**config.mk**
```make
export PLATFORM = sky130hd
export DESIGN_NAME = oneshot_timer
export DESIGN_NICKNAME = d
export VERILOG_FILES = /design/src/rtl/oneshot_timer_pkg.sv /design/src/rtl/ost_regs.sv /design/src/rtl/ost_counter.sv /design/src/rtl/ost_event.sv /design/src/rtl/oneshot_timer.sv
export SDC_FILE = /design/constraint.sdc
export NUM_CORES = 1
export LEC_CHECK = 0
export ABC_AREA = 1
export BUFFER_PORTS_ARGS = -buffer_cell sky130_fd_sc_hd__buf_2
export CAP_MARGIN = 10
export CORE_ASPECT_RATIO = 1.25
export CORE_UTILIZATION = 50
export CTS_CLUSTER_SIZE = 40
export DETAILED_ROUTE_END_ITERATION = 10
export PLACE_DENSITY = 0.72
export SLEW_MARGIN = 20
export SYNTH_ARGS = -nofsm -noshare
export SYNTH_HDL_FRONTEND = slang
export SYNTH_SLANG_ARGS = --single-unit
export TNS_END_PERCENT = 20
```
**constraint.sdc**
```tcl
create_clock -name clk -period 3.2 [get_ports clk]
set_clock_uncertainty 0.1 [all_clocks]
set_input_delay 0.8 -clock clk [delete_from_list [all_inputs] [get_ports clk]]
set_output_delay 0.8 -clock clk [all_outputs]
set_load 0.05 [all_outputs]
```
**src/rtl/oneshot_timer_pkg.sv**
```systemverilog
package oneshot_timer_pkg;
  typedef enum logic [1:0] {
    REG_LOAD  = 2'd0,
    REG_COUNT = 2'd1,
    REG_CTRL  = 2'd2,
    REG_STAT  = 2'd3
  } reg_idx_e;

  localparam int unsigned CTRL_RUN_BIT = 0;
  localparam int unsigned CTRL_IEN_BIT = 2;
  localparam int unsigned STAT_EVT_BIT = 0;
  localparam int unsigned RST_SYNC_STAGES = 2;
endpackage

```
**src/rtl/ost_regs.sv**
```systemverilog
module ost_regs #(
  parameter int unsigned DATA_W = 32
) (
  input  logic              clk,
  input  logic              rst_n,
  input  logic              wr_load,
  input  logic              wr_ctrl,
  input  logic [DATA_W-1:0] wdata,
  output logic [DATA_W-1:0] load_q,
  output logic              run_en,
  output logic              irq_en
);
  import oneshot_timer_pkg::*;

  logic [DATA_W-1:0] load_d;
  logic              run_d, ien_d;

  always_comb begin
    load_d = load_q;
    run_d  = run_en;
    ien_d  = irq_en;
    if (wr_load) load_d = wdata;
    if (wr_ctrl) begin
      run_d = wdata[CTRL_RUN_BIT];
      ien_d = wdata[CTRL_IEN_BIT];
    end
  end

  always_ff @(posedge clk or negedge rst_n) begin
    if (!rst_n) begin
      load_q <= '0;
      run_en <= 1'b0;
      irq_en <= 1'b0;
    end else begin
      if (wr_load) load_q <= load_d;
      if (wr_ctrl) begin
        run_en <= run_d;
        irq_en <= ien_d;
      end
    end
  end
endmodule

```
**src/rtl/ost_counter.sv**
```systemverilog
module ost_counter #(
  parameter int unsigned DATA_W = 32
) (
  input  logic              clk,
  input  logic              rst_n,
  input  logic              load_stb,
  input  logic [DATA_W-1:0] load_val,
  input  logic              run_en,
  output logic [DATA_W-1:0] count_q,
  output logic              hit_zero
);
  logic [DATA_W-1:0] count_d;
  logic              is_zero, is_one, step;

  assign is_zero  = (count_q == '0);
  assign is_one   = (count_q == DATA_W'(1));
  assign step     = run_en && !is_zero && !load_stb;
  assign hit_zero = step && is_one;

  always_comb begin
    count_d = count_q;
    if (load_stb)  count_d = load_val;
    else if (step) count_d = count_q - DATA_W'(1);
  end

  always_ff @(posedge clk or negedge rst_n) begin
    if (!rst_n)                count_q <= '0;
    else if (load_stb || step) count_q <= count_d;
  end
endmodule

```
**src/rtl/ost_event.sv**
```systemverilog
module ost_event (
  input  logic clk,
  input  logic rst_n,
  input  logic set_i,
  input  logic clr_i,
  output logic evt_q
);
  logic evt_d;

  always_comb begin
    evt_d = evt_q;
    if (clr_i) evt_d = 1'b0;
    if (set_i) evt_d = 1'b1;
  end

  always_ff @(posedge clk or negedge rst_n) begin
    if (!rst_n) evt_q <= 1'b0;
    else        evt_q <= evt_d;
  end
endmodule

```
**src/rtl/oneshot_timer.sv**
```systemverilog
module oneshot_timer #(
  parameter int unsigned DATA_W = 32,
  parameter int unsigned ADDR_W = 4
) (
  input  logic              clk,
  input  logic              rst_n,
  input  logic              bus_sel,
  input  logic              bus_wr,
  input  logic [ADDR_W-1:0] bus_addr,
  input  logic [DATA_W-1:0] bus_wdata,
  output logic [DATA_W-1:0] bus_rdata,
  output logic              irq_o
);
  import oneshot_timer_pkg::*;

  logic [RST_SYNC_STAGES-1:0] rst_pipe;
  logic                       rst_sync_n;

  always_ff @(posedge clk or negedge rst_n) begin
    if (!rst_n) rst_pipe <= '0;
    else        rst_pipe <= {rst_pipe[RST_SYNC_STAGES-2:0], 1'b1};
  end
  assign rst_sync_n = rst_pipe[RST_SYNC_STAGES-1];

  reg_idx_e idx;
  logic     wr_load, wr_ctrl, wr_stat, rd_req;
  assign idx     = reg_idx_e'(bus_addr[3:2]);
  assign wr_load = bus_sel && bus_wr && (idx == REG_LOAD);
  assign wr_ctrl = bus_sel && bus_wr && (idx == REG_CTRL);
  assign wr_stat = bus_sel && bus_wr && (idx == REG_STAT);
  assign rd_req  = bus_sel && !bus_wr;

  logic [DATA_W-1:0] load_q, cnt_q;
  logic              run_en, irq_en, hit_zero, evt_q;

  ost_regs #(.DATA_W(DATA_W)) u_regs (
    .clk(clk), .rst_n(rst_sync_n), .wr_load(wr_load), .wr_ctrl(wr_ctrl),
    .wdata(bus_wdata), .load_q(load_q), .run_en(run_en), .irq_en(irq_en)
  );

  ost_counter #(.DATA_W(DATA_W)) u_cnt (
    .clk(clk), .rst_n(rst_sync_n), .load_stb(wr_load), .load_val(bus_wdata),
    .run_en(run_en), .count_q(cnt_q), .hit_zero(hit_zero)
  );

  ost_event u_evt (
    .clk(clk), .rst_n(rst_sync_n), .set_i(hit_zero),
    .clr_i(wr_stat && bus_wdata[STAT_EVT_BIT]), .evt_q(evt_q)
  );

  logic [DATA_W-1:0] rd_mux, rdata_d;

  always_comb begin
    rd_mux = '0;
    unique case (idx)
      REG_LOAD:  rd_mux = load_q;
      REG_COUNT: rd_mux = cnt_q;
      REG_CTRL: begin
        rd_mux[CTRL_RUN_BIT] = run_en;
        rd_mux[CTRL_IEN_BIT] = irq_en;
      end
      REG_STAT:  rd_mux[STAT_EVT_BIT] = evt_q;
      default:   rd_mux = '0;
    endcase
    rdata_d = rd_req ? rd_mux : '0;
  end

  always_ff @(posedge clk or negedge rst_sync_n) begin
    if (!rst_sync_n) bus_rdata <= '0;
    else             bus_rdata <= rdata_d;
  end

  assign irq_o = evt_q && irq_en;
endmodule

```
-- Word level (Yosys, flattened, before mapping)
Cells that the tools add are included.
- add/subtract/negate cells: 1
- $mul: 0
- div/mod/pow operators: 0
- magnitude comparators: 0
- equality and inequality tests: 4
- shift-type cells: 0
- muxes and demuxes: 9
- bitwise gates (word level): 0
- reductions and logical operators: 19
- operator list (operator ; number):
    two-way mux 32 bit ; 3
    case mux 29 bit (2 select lines) ; 1
    == test 32 x 1 -> 1 bit, second input constant ; 1
    logical NOT 32 bit ; 1
    subtractor 32 x 1 -> 32 bit, second input constant ; 1
    logical AND 1 bit ; 10
    == test 2 bit, second input constant ; 2
    case mux 1 bit (4 select lines) ; 1
    nonzero test 2 bit ; 2
    logical NOT 1 bit ; 3
    case mux 1 bit (3 select lines) ; 1
    == test 2 x 1 -> 1 bit, second input constant ; 1
    logical NOT 2 bit ; 1
    two-way mux 1 bit ; 2
    case mux 1 bit (2 select lines) ; 1
    AND reduction 2 bit ; 1
    logical OR 1 bit ; 1
- register bits after elaboration: 101
- bits in latches: 0
- RAM bits: 0
- memory bits (read-only): 0
- output and inout port bits: 33
- memories kept: 0

-- Logic depth before layout (Yosys ltp)
Gate-level depths: netlist of the first run.
- word-level depth: 6
- mapped depth: 12
- depth with buffers taken out: 12

-- Modules after synthesis
A second synthesis of the first run with hierarchy kept.
- cell total of the unflattened synthesis: 746
- area total of the unflattened synthesis: 5439.0 µm²
- modules (own cells, without submodules) (module ; instances ; cells an instance ; area each (µm²) ; seq. area each (µm²)):
    ost_counter ; 1 ; 433 ; 2628.8 ; 800.8
    oneshot_timer ; 1 ; 163 ; 1401.3 ; 850.8
    ost_regs ; 1 ; 145 ; 1368.8 ; 850.8
    ost_event ; 1 ; 5 ; 40.0 ; 25.0

-- Worst setup path after synthesis of the first run
Ideal clock, no wire load.
- kind: input -> register
- start point: input port bus_addr[3]
- end point: register u_cnt.count_q[5]
- library setup time: 125 ps
- data arrival time: 1728 ps
- setup slack: 1247 ps
- stages: 6
- buffers on the path: 2
- cells stage by stage: nor2_1 -> nand2_1 -> buf_2 -> buf_2 -> a21boi_0 -> a21oi_2
- word-level cells in the longest chain between the ends: 6
- elaborated cells between the ends (all ways): 8
- classes of those cells: mux (1); reduce/logical (7)
- RTL lines (element ; line ; text):
    start: declaration ; oneshot_timer.sv:9 ; input logic [ADDR_W-1:0] bus_addr,
    logical NOT 2 bit (*) ; oneshot_timer.sv:28 ; assign wr_load = bus_sel && bus_wr && (idx == REG_LOAD);
    logical AND 1 bit (*) ; oneshot_timer.sv:28 ;
    logical NOT 1 bit ; ost_counter.sv:17 ; assign step = run_en && !is_zero && !load_stb;
    logical AND 1 bit ; ost_counter.sv:17 ;
    nonzero test 2 bit (no source line) or logical OR 1 bit (tied branches) ; - ;
    AND reduction 2 bit (no source line) ; - ;
    end signal: assignment ; ost_counter.sv:28 ; else if (load_stb || step) count_q <= count_d;
    end: declaration ; ost_counter.sv:9 ; output logic [DATA_W-1:0] count_q,
Mark *: on every way between the ends. The rest lies on a longest branch, timed or not.
A chain may end at the register's enable or synchronous reset.

-- Worst setup path in the final report of the first run
- start point: register u_cnt.count_q[0]
- end point: register u_cnt.count_q[14]
- word-level cells in the longest chain between the ends: 6
- elaborated cells between the ends (all ways): 10
- classes of those cells: add/sub (1); mux (2); reduce/logical (7)
- RTL lines (element):
    branches (longest 6 deep; another with subtractor 32 x 1 -> 32 bit)
Parallel ways; which one is timed is not known. The select of a mux whose other input is x is not followed.

==> results of run 1 <==
[sequential cells by signal (all words and copies together) (netlist names)]
name           flops
bus_rdata         32
rst_pipe           2
u_cnt.count_q     32
u_evt.evt_q        1
u_regs.irq_en      1
u_regs.load_q     32
u_regs.run_en      1
[worst paths after layout]
check / startpoint / to / slack (ns) / cells past startpoint
worst max-delay path: u_cnt.count_q[0]$_DFFE_PN0P_ / u_cnt.count_q[14]$_DFFE_PN0P_ / 1.01 / 9
worst min-delay path: rst_n / rst_pipe[1]$_DFF_PN0_ / 0.12 / 1
worst min register to register: rst_pipe[1]$_DFF_PN0_ / u_regs.irq_en$_DFFE_PN0P_ / 0.25 / 1
worst max register to register: u_cnt.count_q[0]$_DFFE_PN0P_ / u_cnt.count_q[14]$_DFFE_PN0P_ / 1.01 / 9
max in group asynchronous: rst_pipe[1]$_DFF_PN0_ / u_cnt.count_q[26]$_DFFE_PN0P_ / 2.29 / 1
min in group clk: rst_pipe[0]$_DFF_PN0_ / rst_pipe[1]$_DFF_PN0_ / 0.26 / 0
[placed cells by master (no fill, tap or decap), types with 4 or more instances in the layout]
cell type	n
nor3_1	4
o21bai_1	7
dfrtp_1	100
nor2_2	5
buf_2	70
nor2_1	64
inv_1	51
o21ai_0	22
o21ai_2	12
nand4_1	4
xor2_1	7
nand2_1	282
a21oi_1	36
clkbuf_16	9
nand2_2	5
buf_4	5
nand3_1	47
[worst max-delay path, cell delays in order (launching register included)]
cell	delay [ns]
dfrtp_1	0.42
inv_1	0.12
ha_1	0.28
nand2_4	0.09
nor2_4	0.13
nand2_2	0.12
o21ai_4	0.19
nand2_4	0.32
nand2_1	0.20
o21ai_2	0.06
[layout make-up]
type,instances,area [um2],share of cell area
inverter,52,195.2,0.03285
tap,129,161.4,0.02716
multi-input combinational,514,2326,0.3915
clock inverter,1,30.03,0.005054
sequential,101,2531,0.4260
timing repair buffer,77,427.9,0.07202
clock buffer,13,270.3,0.04548
[metrics by stage]
step	util	power, mW	std cells	hold slack [ns]	worst slack, ns
finish	0.5880	4.598	887	0.1226	1.006
global route	0.5880	4.945	887	0.1202	0.8351
CTS	0.5880	4.617	887	0.1175	1.004
detailed placement	0.5583	3.498	873	0.2378	0.6660
global placement	0.5583	3.448	873	0.2429	0.7132
floorplan	-	3.114	695	0.2312	0.07822
[kinds of logic (layout without fill, tap and decap cells)]
family,count (synthesis),in the layout,synth area share
XOR/XNOR,7,7,0.01177
AND/OR/NAND/NOR,417,417,0.3256
AO/OA/AOI/OAI,86,86,0.09991
other,1,1,0.0007198
buffers and inverters,80,143,0.06988
flip-flops,101,101,0.4851
multiplexers,1,1,0.002161
adder cells (fa/ha/maj),2,2,0.004802
[power groups by stage]
stage                     registers [mW]  clock network [mW]  logic [mW]
after floorplan                     1.87                   0        1.24
after global placement              1.85                   0        1.60
after detailed placement            1.87                   0        1.63
after CTS                           1.85                1.13        1.64
after global routing                1.89                1.18        1.88
final                               1.85                1.11        1.63
[per-layer routing]
metal  GRT usage  up-vias
met4     0.09128        0
met2      0.3922      103
met3     0.04297       26
li1            -     2302
met1      0.3196     2094
met5           0        -
==> reports/metrics.cfg, run 1 <==
[run_status]
status = completed

[clock_network]
cts_max_level = 3
cts_tree = yes
clk_pin_slew_ns = 0.06
postCtsHoldBufs = 0
cts_sinks = 101
clk_latency_ns = 0.35
postCtsSetupBuffers = 0
cts_resized = 0
clock_tree.root_cell = clkbuf_16
cts_buffers = 9
cts_buffer_depth = 2

[synth]
synth_area_leaders = dfrtp_1 49%, nand2_1 20%, nor2_1 4.8%, nand3_1 4.5%, inv_1 3.7%
ys.flop_type = dfrtp_1
yosysMostFrequentCell = nand2_1
yosysTopAreaCell = dfrtp_1
async_flop_share = 1.000
syn_nets = 737
synth_top_area_share = 0.4851
yosys_warnings = 0
netlist_area_um2 = 5210
synth_cell_types = 33
ys_seq_area_frac = 0.4851
synth_cells = 695
ys_ff_latch = 101
synth_edf_count = 0
avgSynthCellArea_um2 = 7.496
synth_common_cells = 283 x nand2_1, 101 x dfrtp_1, 66 x nor2_1

[drt]
num_vias = 4525
route.met2.wl_um = 5696
wl_met1_um = 5581
via_per_inst = 5.101
top_layer = met4
drc = 0
ant_nets = 0
routed-wl-met3_um = 456
dr.pass1.iters = 5
wl_um = 12020
wl_per_cell_um = 13.55
drt_iter0_drc = 245

[power_and_ir_drop]
power_switching_mw = 1.840
intPower_mw = 2.758
clkPwrFrac = 0.242
netSwitchingFraction = 0.4003
vdd_drop_max_v = 0.0004713
leakage_nw = 3.216
power_density_nw_per_um2 = 773.8
pwr-share-seq = 0.402
p_comb_frac = 0.355

[timing]
final_max_slew_viol_count = 0
rsz0062_at_grt = false
setup_viol = 0
hold_violations = 0
timing.final.crit_period_ns = 2.194
setup_tns_ns = 0
post-route-period-util = 0.6856
max_freq_ghz = 0.4558
tightest_slew_ns = 0.5494
slew_headroom = 0.6332

[placement]
gp_congestion = 0.9293
dpl.hpwl_um = 8302
port_buffers = 70
placed_area_um2 = 5642

[setup_path]
crit_type = flip-flop to flip-flop
critPathRequiredTime_ns = 3.31
crit_arrival_ns = 2.31
path_max_fanout = 44
critPathLaunchType = flip-flop
end_kind = flip-flop

[die]
die_width_um = 93.30
io_pins = 73
die_area_um2 = 10830
die_h_um = 116.1
core-area_um2 = 10110
row_count = 41
initial_core_util = 0.5155

[finish]
diodes = 0
nFillCells = 909
area_growth_pct = 14.05
drive_above_1_share = 0.1609
postLayoutCellArea_um2 = 5942
fin_nets = 797

[global_routing]
grt_start_max_net_pins = 100
grt_pass1_wl_um = 20350
globalRouteOverflowTotal = 0
grt_use_total = 0.2397
first_global_vias = 4383
antenna_found_initial = 0

[flow_run]
drv_cap = 0

[hold_path]
hold_path.class = input pin to asynchronous set/reset pin

Power figures use the tool's default switching activity.
==> inputs of run 2 (changes only) <==
Clock period 3.2 ns to 1.8 ns, I/O delays scaled along.
==> run 2 against run 1 <==
Cell count is 7.6% higher. Non-clock buffer count is 66 higher. Hold slack better by 0.0014 ns. Sequential power increased by 73%. Sequential share of layout area is 4.8 points lower. Clock-buffer cell count is 2 lower. Register-to-register slack got worse by 0.98 ns. Via count is 7.0% higher. Critical path type unchanged. Largest power group is now combinational logic.
==> reports/metrics.cfg, run 2 (synthesis gave the netlist of run 1 again) <==
[clock_network]
clk_latency_ns = 0.35  ; about the same
cts_tree = yes
clk_pin_slew_ns = 0.07  ; about the same
cts_sinks = 101  ; unchanged
cts_buffers = 9  ; unchanged
cts_buffer_depth = 2  ; unchanged
clock_tree.root_cell = clkbuf_16
cts_max_level = 3  ; unchanged

[setup_path]
crit_chain = inv_2 -> ha_4 -> nand2_4 -> nor2_4 -> nand2_2 -> o21ai_4 -> nand2_4 -> buf_12 -> nand2_1 -> o21ai_2
max_stage_delay_ns = 0.39  ; -0.03 ns
reg2reg_depth = 10  ; +1
path_delay_family = simple AND/OR/NAND/NOR gates
path_max_fanout = 24  ; -45%
critPathLaunchType = flip-flop
critPathRequiredTime_ns = 1.95  ; -1.36 ns
crit_type = flip-flop to flip-flop
cp_common_cell = nand2_4
crit_arrival_ns = 1.92  ; -0.39 ns
cp.depth = 10  ; +1
critPathBufInv = 2  ; +1
worst_path_max_delay_cell = dfrtp_1
end_kind = flip-flop

[placement]
dp_cells = 931  ; +6.6%
port_buffers = 70  ; unchanged
dpl.hpwl_um = 9131  ; +10%
gp_congestion = 0.9259  ; -0.37%
place_ws_ns = -0.07567  ; -0.7417 ns

[drt]
drc = 0  ; unchanged
via_per_inst = 5.078  ; -0.47%
wl_per_cell_um = 13.66  ; +0.84%
dr.pass1.iters = 4  ; -1
ant_nets = 0  ; unchanged
wl_um = 13040  ; +8.5%
num_vias = 4844  ; +7.0%
drt_iter0_drc = 322  ; +31%

[timing]
setup_viol = 0  ; unchanged
setup_tns_ns = 0  ; unchanged
whs_ns = 0.1239  ; +0.001366 ns
max_freq_ghz = 0.5624  ; +23%
timing.final.ws_setup_ns = 0.02199  ; -0.9841 ns
rsz0062_at_grt = true
hold_violations = 0  ; unchanged
timing.final.crit_period_ns = 1.778  ; -0.4159 ns
final_max_slew_viol_count = 0  ; unchanged
post-route-period-util = 0.9878  ; +0.3022

[hold_path]
hold_path.class = flip-flop to asynchronous set/reset pin

[power_and_ir_drop]
intPower_mw = 6.031  ; +120%
p_comb_frac = 0.442  ; +0.087
power_density_nw_per_um2 = 1455  ; +88%
power_switching_mw = 3.736  ; +100%
netSwitchingFraction = 0.3825  ; -0.01775
pwr-share-seq = 0.327  ; -0.075
clkPwrFrac = 0.231  ; -0.011
vdd_drop_max_v = 0.0008055  ; +71%
leakage_nw = 3.591  ; +12%

[global_routing]
globalRouteOverflowTotal = 0  ; unchanged
grt_start_max_net_pins = 47  ; -53%
grt_pass1_wl_um = 21890  ; +7.6%
grt_use_total = 0.2597  ; +0.01995
antenna_found_initial = 0  ; unchanged
first_global_vias = 4621  ; +5.4%

[finish]
area_growth_pct = 28.89
stdcell_count = 954  ; +7.6%
mostFrequentLayoutCells = 272 x nand2_1, 95 x dfrtp_1, 70 x buf_2
diodes = 0  ; unchanged
drive_above_1_share = 0.2933  ; +0.1324
final_common_cell = nand2_1
fin_nets = 863  ; +8.3%
reg_top3 = bus_rdata x32, u_cnt.count_q x32, u_regs.load_q x32
utilization = 0.6645  ; +0.07651

[die]
die_width_um = 93.30  ; unchanged
die_area_um2 = 10830  ; unchanged
initial_core_util = 0.5155  ; unchanged
die_h_um = 116.1  ; unchanged
row_count = 41  ; unchanged
io_pins = 73  ; unchanged
core-area_um2 = 10110  ; unchanged

[run_status]
status = completed

[flow_run]
drv_cap = 0  ; unchanged

run 2: changes by cell type in the layout (fill, tap and decap cells not counted), moves of 2 or more:
| cell | previous run | this run |
|---|---|---|
| dfrtp_1 | 100 | 95 |
| buf_4 | 5 | 64 |
| bufinv_16 | 1 | 3 |
| nor2_4 | 3 | 9 |
| nand2_1 | 282 | 272 |
| buf_12 | 2 | 6 |
| nand3_2 | 0 | 4 |
| inv_2 | 1 | 6 |
| dfrtp_2 | 0 | 5 |
| nand2_2 | 5 | 15 |
| nor2_1 | 64 | 37 |
| nor2_2 | 5 | 26 |
| inv_1 | 51 | 46 |
| nand3_1 | 47 | 43 |
run 2: layer usage:
metal,routed length (um),GRT usage,up-vias,part of all wire
met1,5682,0.3367,2272,0.44
li1,-,-,2432,-
met3,534,0.05078,21,0.041
met4,213,0.07795,0,0.016
met5,0,0,-,0
met2,6605,0.4426,119,0.51
run 2: layout make-up:
class	instances	area (um2)
clock buffers	11	252.7
repair buffers	143	987.2
inverters	52	195.2
fillers	838	3391
flip-flops and latches	101	2537
multi-input cells	514	2486
clock inverters	4	95.09
well taps	129	161.4
run 2: timing repair:
| action | CTS | global route |
|---|---|---|
| pin swaps | 0 | 4 |
| cloned | 0 | 0 |
| endpoints found under the setup margin | 33 | 33 |
| hold buffers | 1 | 0 |
| gates resized for setup | 7 | 56 |
| endpoints found under the hold margin | 2 | 0 |
| setup buffers | 0 | 7 |
run 2: power by group through the flow:
| stage | combinational (mW) | sequential (mW) | clock [mW] |
|---|---|---|---|
| 2_1_floorplan | 2.21 | 3.33 | 0 |
| 3_3_place_gp | 3.74 | 3.13 | 0 |
| 3_5_place_dp | 3.82 | 3.16 | 0 |
| 4_1_cts | 3.93 | 3.13 | 2.28 |
| 5_1_grt | 4.81 | 3.27 | 2.37 |
| 6_report | 4.32 | 3.20 | 2.25 |
run 2: path summary, 6_finish.rpt:
kind,to,slack (ns),from
max in group asynchronous,u_cnt.count_q[20]$_DFFE_PN0P_,0.93,rst_pipe[1]$_DFF_PN0_
setup / recovery,u_cnt.count_q[16]$_DFFE_PN0P_,0.02,u_cnt.count_q[0]$_DFFE_PN0P_
setup reg to reg,u_cnt.count_q[16]$_DFFE_PN0P_,0.02,u_cnt.count_q[0]$_DFFE_PN0P_
hold / removal,bus_rdata[28]$_DFF_PN0_,0.12,rst_pipe[1]$_DFF_PN0_
hold reg to reg,bus_rdata[28]$_DFF_PN0_,0.12,rst_pipe[1]$_DFF_PN0_
min in group clk,u_regs.load_q[18]$_DFFE_PN0P_,0.22,bus_wdata[18]
run 2: per-stage QoR:
step,total power [mW],instance area [um2]
3_3_place_gp,6.875,6127
2_1_floorplan,5.537,5211
5_1_grt,10.45,6715
4_1_cts,9.331,6505
6_report,9.768,6715
3_5_place_dp,6.979,6127
run 2: worst reg2reg max path, stage by stage, from the launching register on:
cell and delay [ns]:
dfrtp_1 0.39, inv_2 0.10, ha_4 0.17, nand2_4 0.06, nor2_4 0.12, nand2_2 0.08
o21ai_4 0.22, nand2_4 0.11, buf_12 0.18, nand2_1 0.10, o21ai_2 0.05
==> inputs of run 3 (changes only) <==
Settings changed: CORE_UTILIZATION 50 to 36, PLACE_DENSITY 0.72 to 0.54.
==> run 3 against run 2 <==
Sequential power shrank 3%. Cell count grew 5.3%. Hold slack gained 0.099 ns. Worst setup slack gained 0.0027 ns. Critical endpoint is now u_cnt.count_q[31]$_DFFE_PN0P_. Largest cell class unchanged. Highest routed layer unchanged.
==> reports/metrics.cfg, run 3 (synthesis gave the netlist of run 1 again) <==
[finish]
mostFrequentLayoutCells = 268 x nand2_1, 98 x dfrtp_1, 70 x buf_2
reg_top3 = bus_rdata x32, u_cnt.count_q x32, u_regs.load_q x32
diodes = 0  ; unchanged
regArea_um2 = 2534  ; -0.15%
final_common_cell = nand2_1
stdcell_count = 1005  ; +5.3%
nFillCells = 1364  ; +63%
area_growth_pct = 29.42
drive_above_1_share = 0.2819  ; -0.01141
multi_input_area_um2 = 2431  ; -2.2%
fin_nets = 867  ; +0.46%

[power_and_ir_drop]
netSwitchingFraction = 0.3873  ; +0.004803
leakage_nw = 3.617  ; +0.71%
power_switching_mw = 3.655  ; -2.2%
p_comb_frac = 0.455  ; +0.013
intPower_mw = 5.782  ; -4.1%
power_density_nw_per_um2 = 1400  ; -3.8%
pwr-share-seq = 0.330  ; +0.003
vdd_drop_max_v = 0.0006122  ; -24%
clkPwrFrac = 0.215  ; -0.016

[hold_path]
hold_depth = 3
hold_path.class = input pin to flip-flop

[clock_network]
cts_sinks = 101  ; unchanged
clk_pin_slew_ns = 0.07  ; about the same
clock_tree.root_cell = clkbuf_16
cts_max_level = 3  ; unchanged
clk_latency_ns = 0.35  ; about the same
cts_buffer_depth = 2  ; unchanged
cts_buffers = 9  ; unchanged
cts_tree = yes

[drt]
drt_iter0_drc = 247  ; -23%
wl_um = 13750  ; +5.5%
num_vias = 4791  ; -1.1%
ant_nets = 0  ; unchanged
dr.pass1.iters = 4  ; unchanged
wl_per_cell_um = 13.68  ; +0.12%
via_per_inst = 4.767  ; -6.1%
drc = 0  ; unchanged

[placement]
dpl.hpwl_um = 9775  ; +7.0%
dp_cells = 984  ; +5.7%
port_buffers = 70  ; unchanged
gp_congestion = 0.9045  ; -2.3%
place_ws_ns = -0.08591  ; -0.01025 ns

[die]
core-area_um2 = 13990  ; +38%
die_area_um2 = 14960  ; +38%
io_pins = 73  ; unchanged
die_h_um = 136.5  ; +18%
row_count = 48  ; +17%
initial_core_util = 0.3723  ; -0.1432
die_width_um = 109.6  ; +17%

[setup_path]
path_max_fanout = 15  ; -38%
reg2reg_depth = 10  ; unchanged
crit_type = flip-flop to flip-flop
critPathRequiredTime_ns = 1.94  ; about the same
critPathLaunchType = flip-flop
crit_arrival_ns = 1.92  ; about the same
max_stage_delay_ns = 0.39  ; about the same
crit_chain = inv_2 -> ha_4 -> nand2_4 -> nor2_4 -> nand2_2 -> o21ai_4 -> nand2_4 -> clkbuf_16 -> nand2_1 -> nand2_1
worst-r2r-setup-slack_ns = 0.02  ; about the same
worst_path_max_delay_cell = dfrtp_1
end_kind = flip-flop

[timing]
timing.final.crit_period_ns = 1.775  ; -0.002728 ns
hold_violations = 0  ; unchanged
rsz0062_at_grt = true
final_max_slew_viol_count = 0  ; unchanged
post-route-period-util = 0.9863  ; -0.001516
max_freq_ghz = 0.5633  ; +0.15%
timing.final.ws_setup_ns = 0.02472  ; +0.002729 ns
slew_headroom = 0.6284
tightest_slew_ns = 0.5574
setup_viol = 0  ; unchanged

[global_routing]
globalRouteOverflowTotal = 0  ; unchanged
grt_pass1_wl_um = 22290  ; +1.8%
first_global_vias = 4617  ; -0.087%
antenna_found_initial = 0  ; unchanged
grt_start_max_net_pins = 100  ; +110%
grt_use_total = 0.1938  ; -0.06593

[flow_run]
drv_cap = 0  ; unchanged

[run_status]
status = completed

-- run 3: cell types whose count changed in the layout (fill, tap and decap cells not counted), sizes merged --
cell    previous run  this run
buf              142       145
clkbuf            11        13
clkinv             1         3
bufinv             3         1
-- run 3: path summary, 6_finish.rpt --
kind,end,start
max,u_cnt.count_q[31]$_DFFE_PN0P_,u_cnt.count_q[1]$_DFFE_PN0P_
min,u_regs.load_q[6]$_DFFE_PN0P_,bus_wdata[6]
max reg2reg,u_cnt.count_q[31]$_DFFE_PN0P_,u_cnt.count_q[1]$_DFFE_PN0P_
min reg2reg,rst_pipe[1]$_DFF_PN0_,rst_pipe[0]$_DFF_PN0_
max in group asynchronous,u_cnt.count_q[9]$_DFFE_PN0P_,rst_pipe[1]$_DFF_PN0_
min in group asynchronous,u_regs.irq_en$_DFFE_PN0P_,rst_pipe[1]$_DFF_PN0_
-- run 3: area by class of cell --
| type | instances | share of cell area |
|---|---|---|
| Timing Repair Buffer | 147 | 0.1561 |
| Sequential cell | 101 | 0.3758 |
| Inverter | 52 | 0.02895 |
| Multi-Input combinational cell | 514 | 0.3605 |
| Clock inverter | 4 | 0.006680 |
| Clock buffer | 12 | 0.03952 |
| Tap cell | 175 | 0.03247 |
-- run 3: worst max-delay path, delay by kind of cell, from the launching register on --
family | cells | cell delay [ns]
fa+ha+maj | 1 | 0.17
flops | 1 | 0.39
simple gates | 6 | 0.50
compound gates | 1 | 0.19
buf+inv | 2 | 0.32
-- run 3: what timing repair did --
action	CTS	global route
resized for setup	6	37
setup endpoints to repair	32	33
setup buffers	0	3
hold endpoints to repair	2	0
hold buffers	1	0
pin swaps	0	3
gates cloned	0	1
-- run 3: through the flow --
step                      instance area (um2)  utilization  power (mW)  setup TNS, ns  hold WS (ns)
after floorplan                          5211            -       5.537              0       0.05441
after global placement                   6262       0.4475       7.048         -1.209        0.1348
after detailed placement                 6262       0.4475       7.125         -1.945        0.1362
after CTS                                6601       0.4717       9.244              0        0.2158
after global routing                     6743       0.4818       10.12         -1.400        0.2311
final                                    6743       0.4818       9.437              0        0.2228
-- run 3: routing by layer --
layer  global-route usage  up-vias  share of wire
li1                     -     2437              -
met1               0.2559     2231           0.46
met2               0.3124      107           0.48
met3              0.04000       16          0.042
met4              0.07037        0          0.018
met5                    0        -              0
-- run 3: power by group through the flow --
stage                     Sequential, mW  Combinational, mW  Clock (mW)
after floorplan                     3.33               2.21           0
after global placement              3.10               3.94           0
after detailed placement            3.12               4.00           0
after CTS                           3.09               4.07        2.08
after global routing                3.18               4.79        2.16
final                               3.12               4.29        2.03
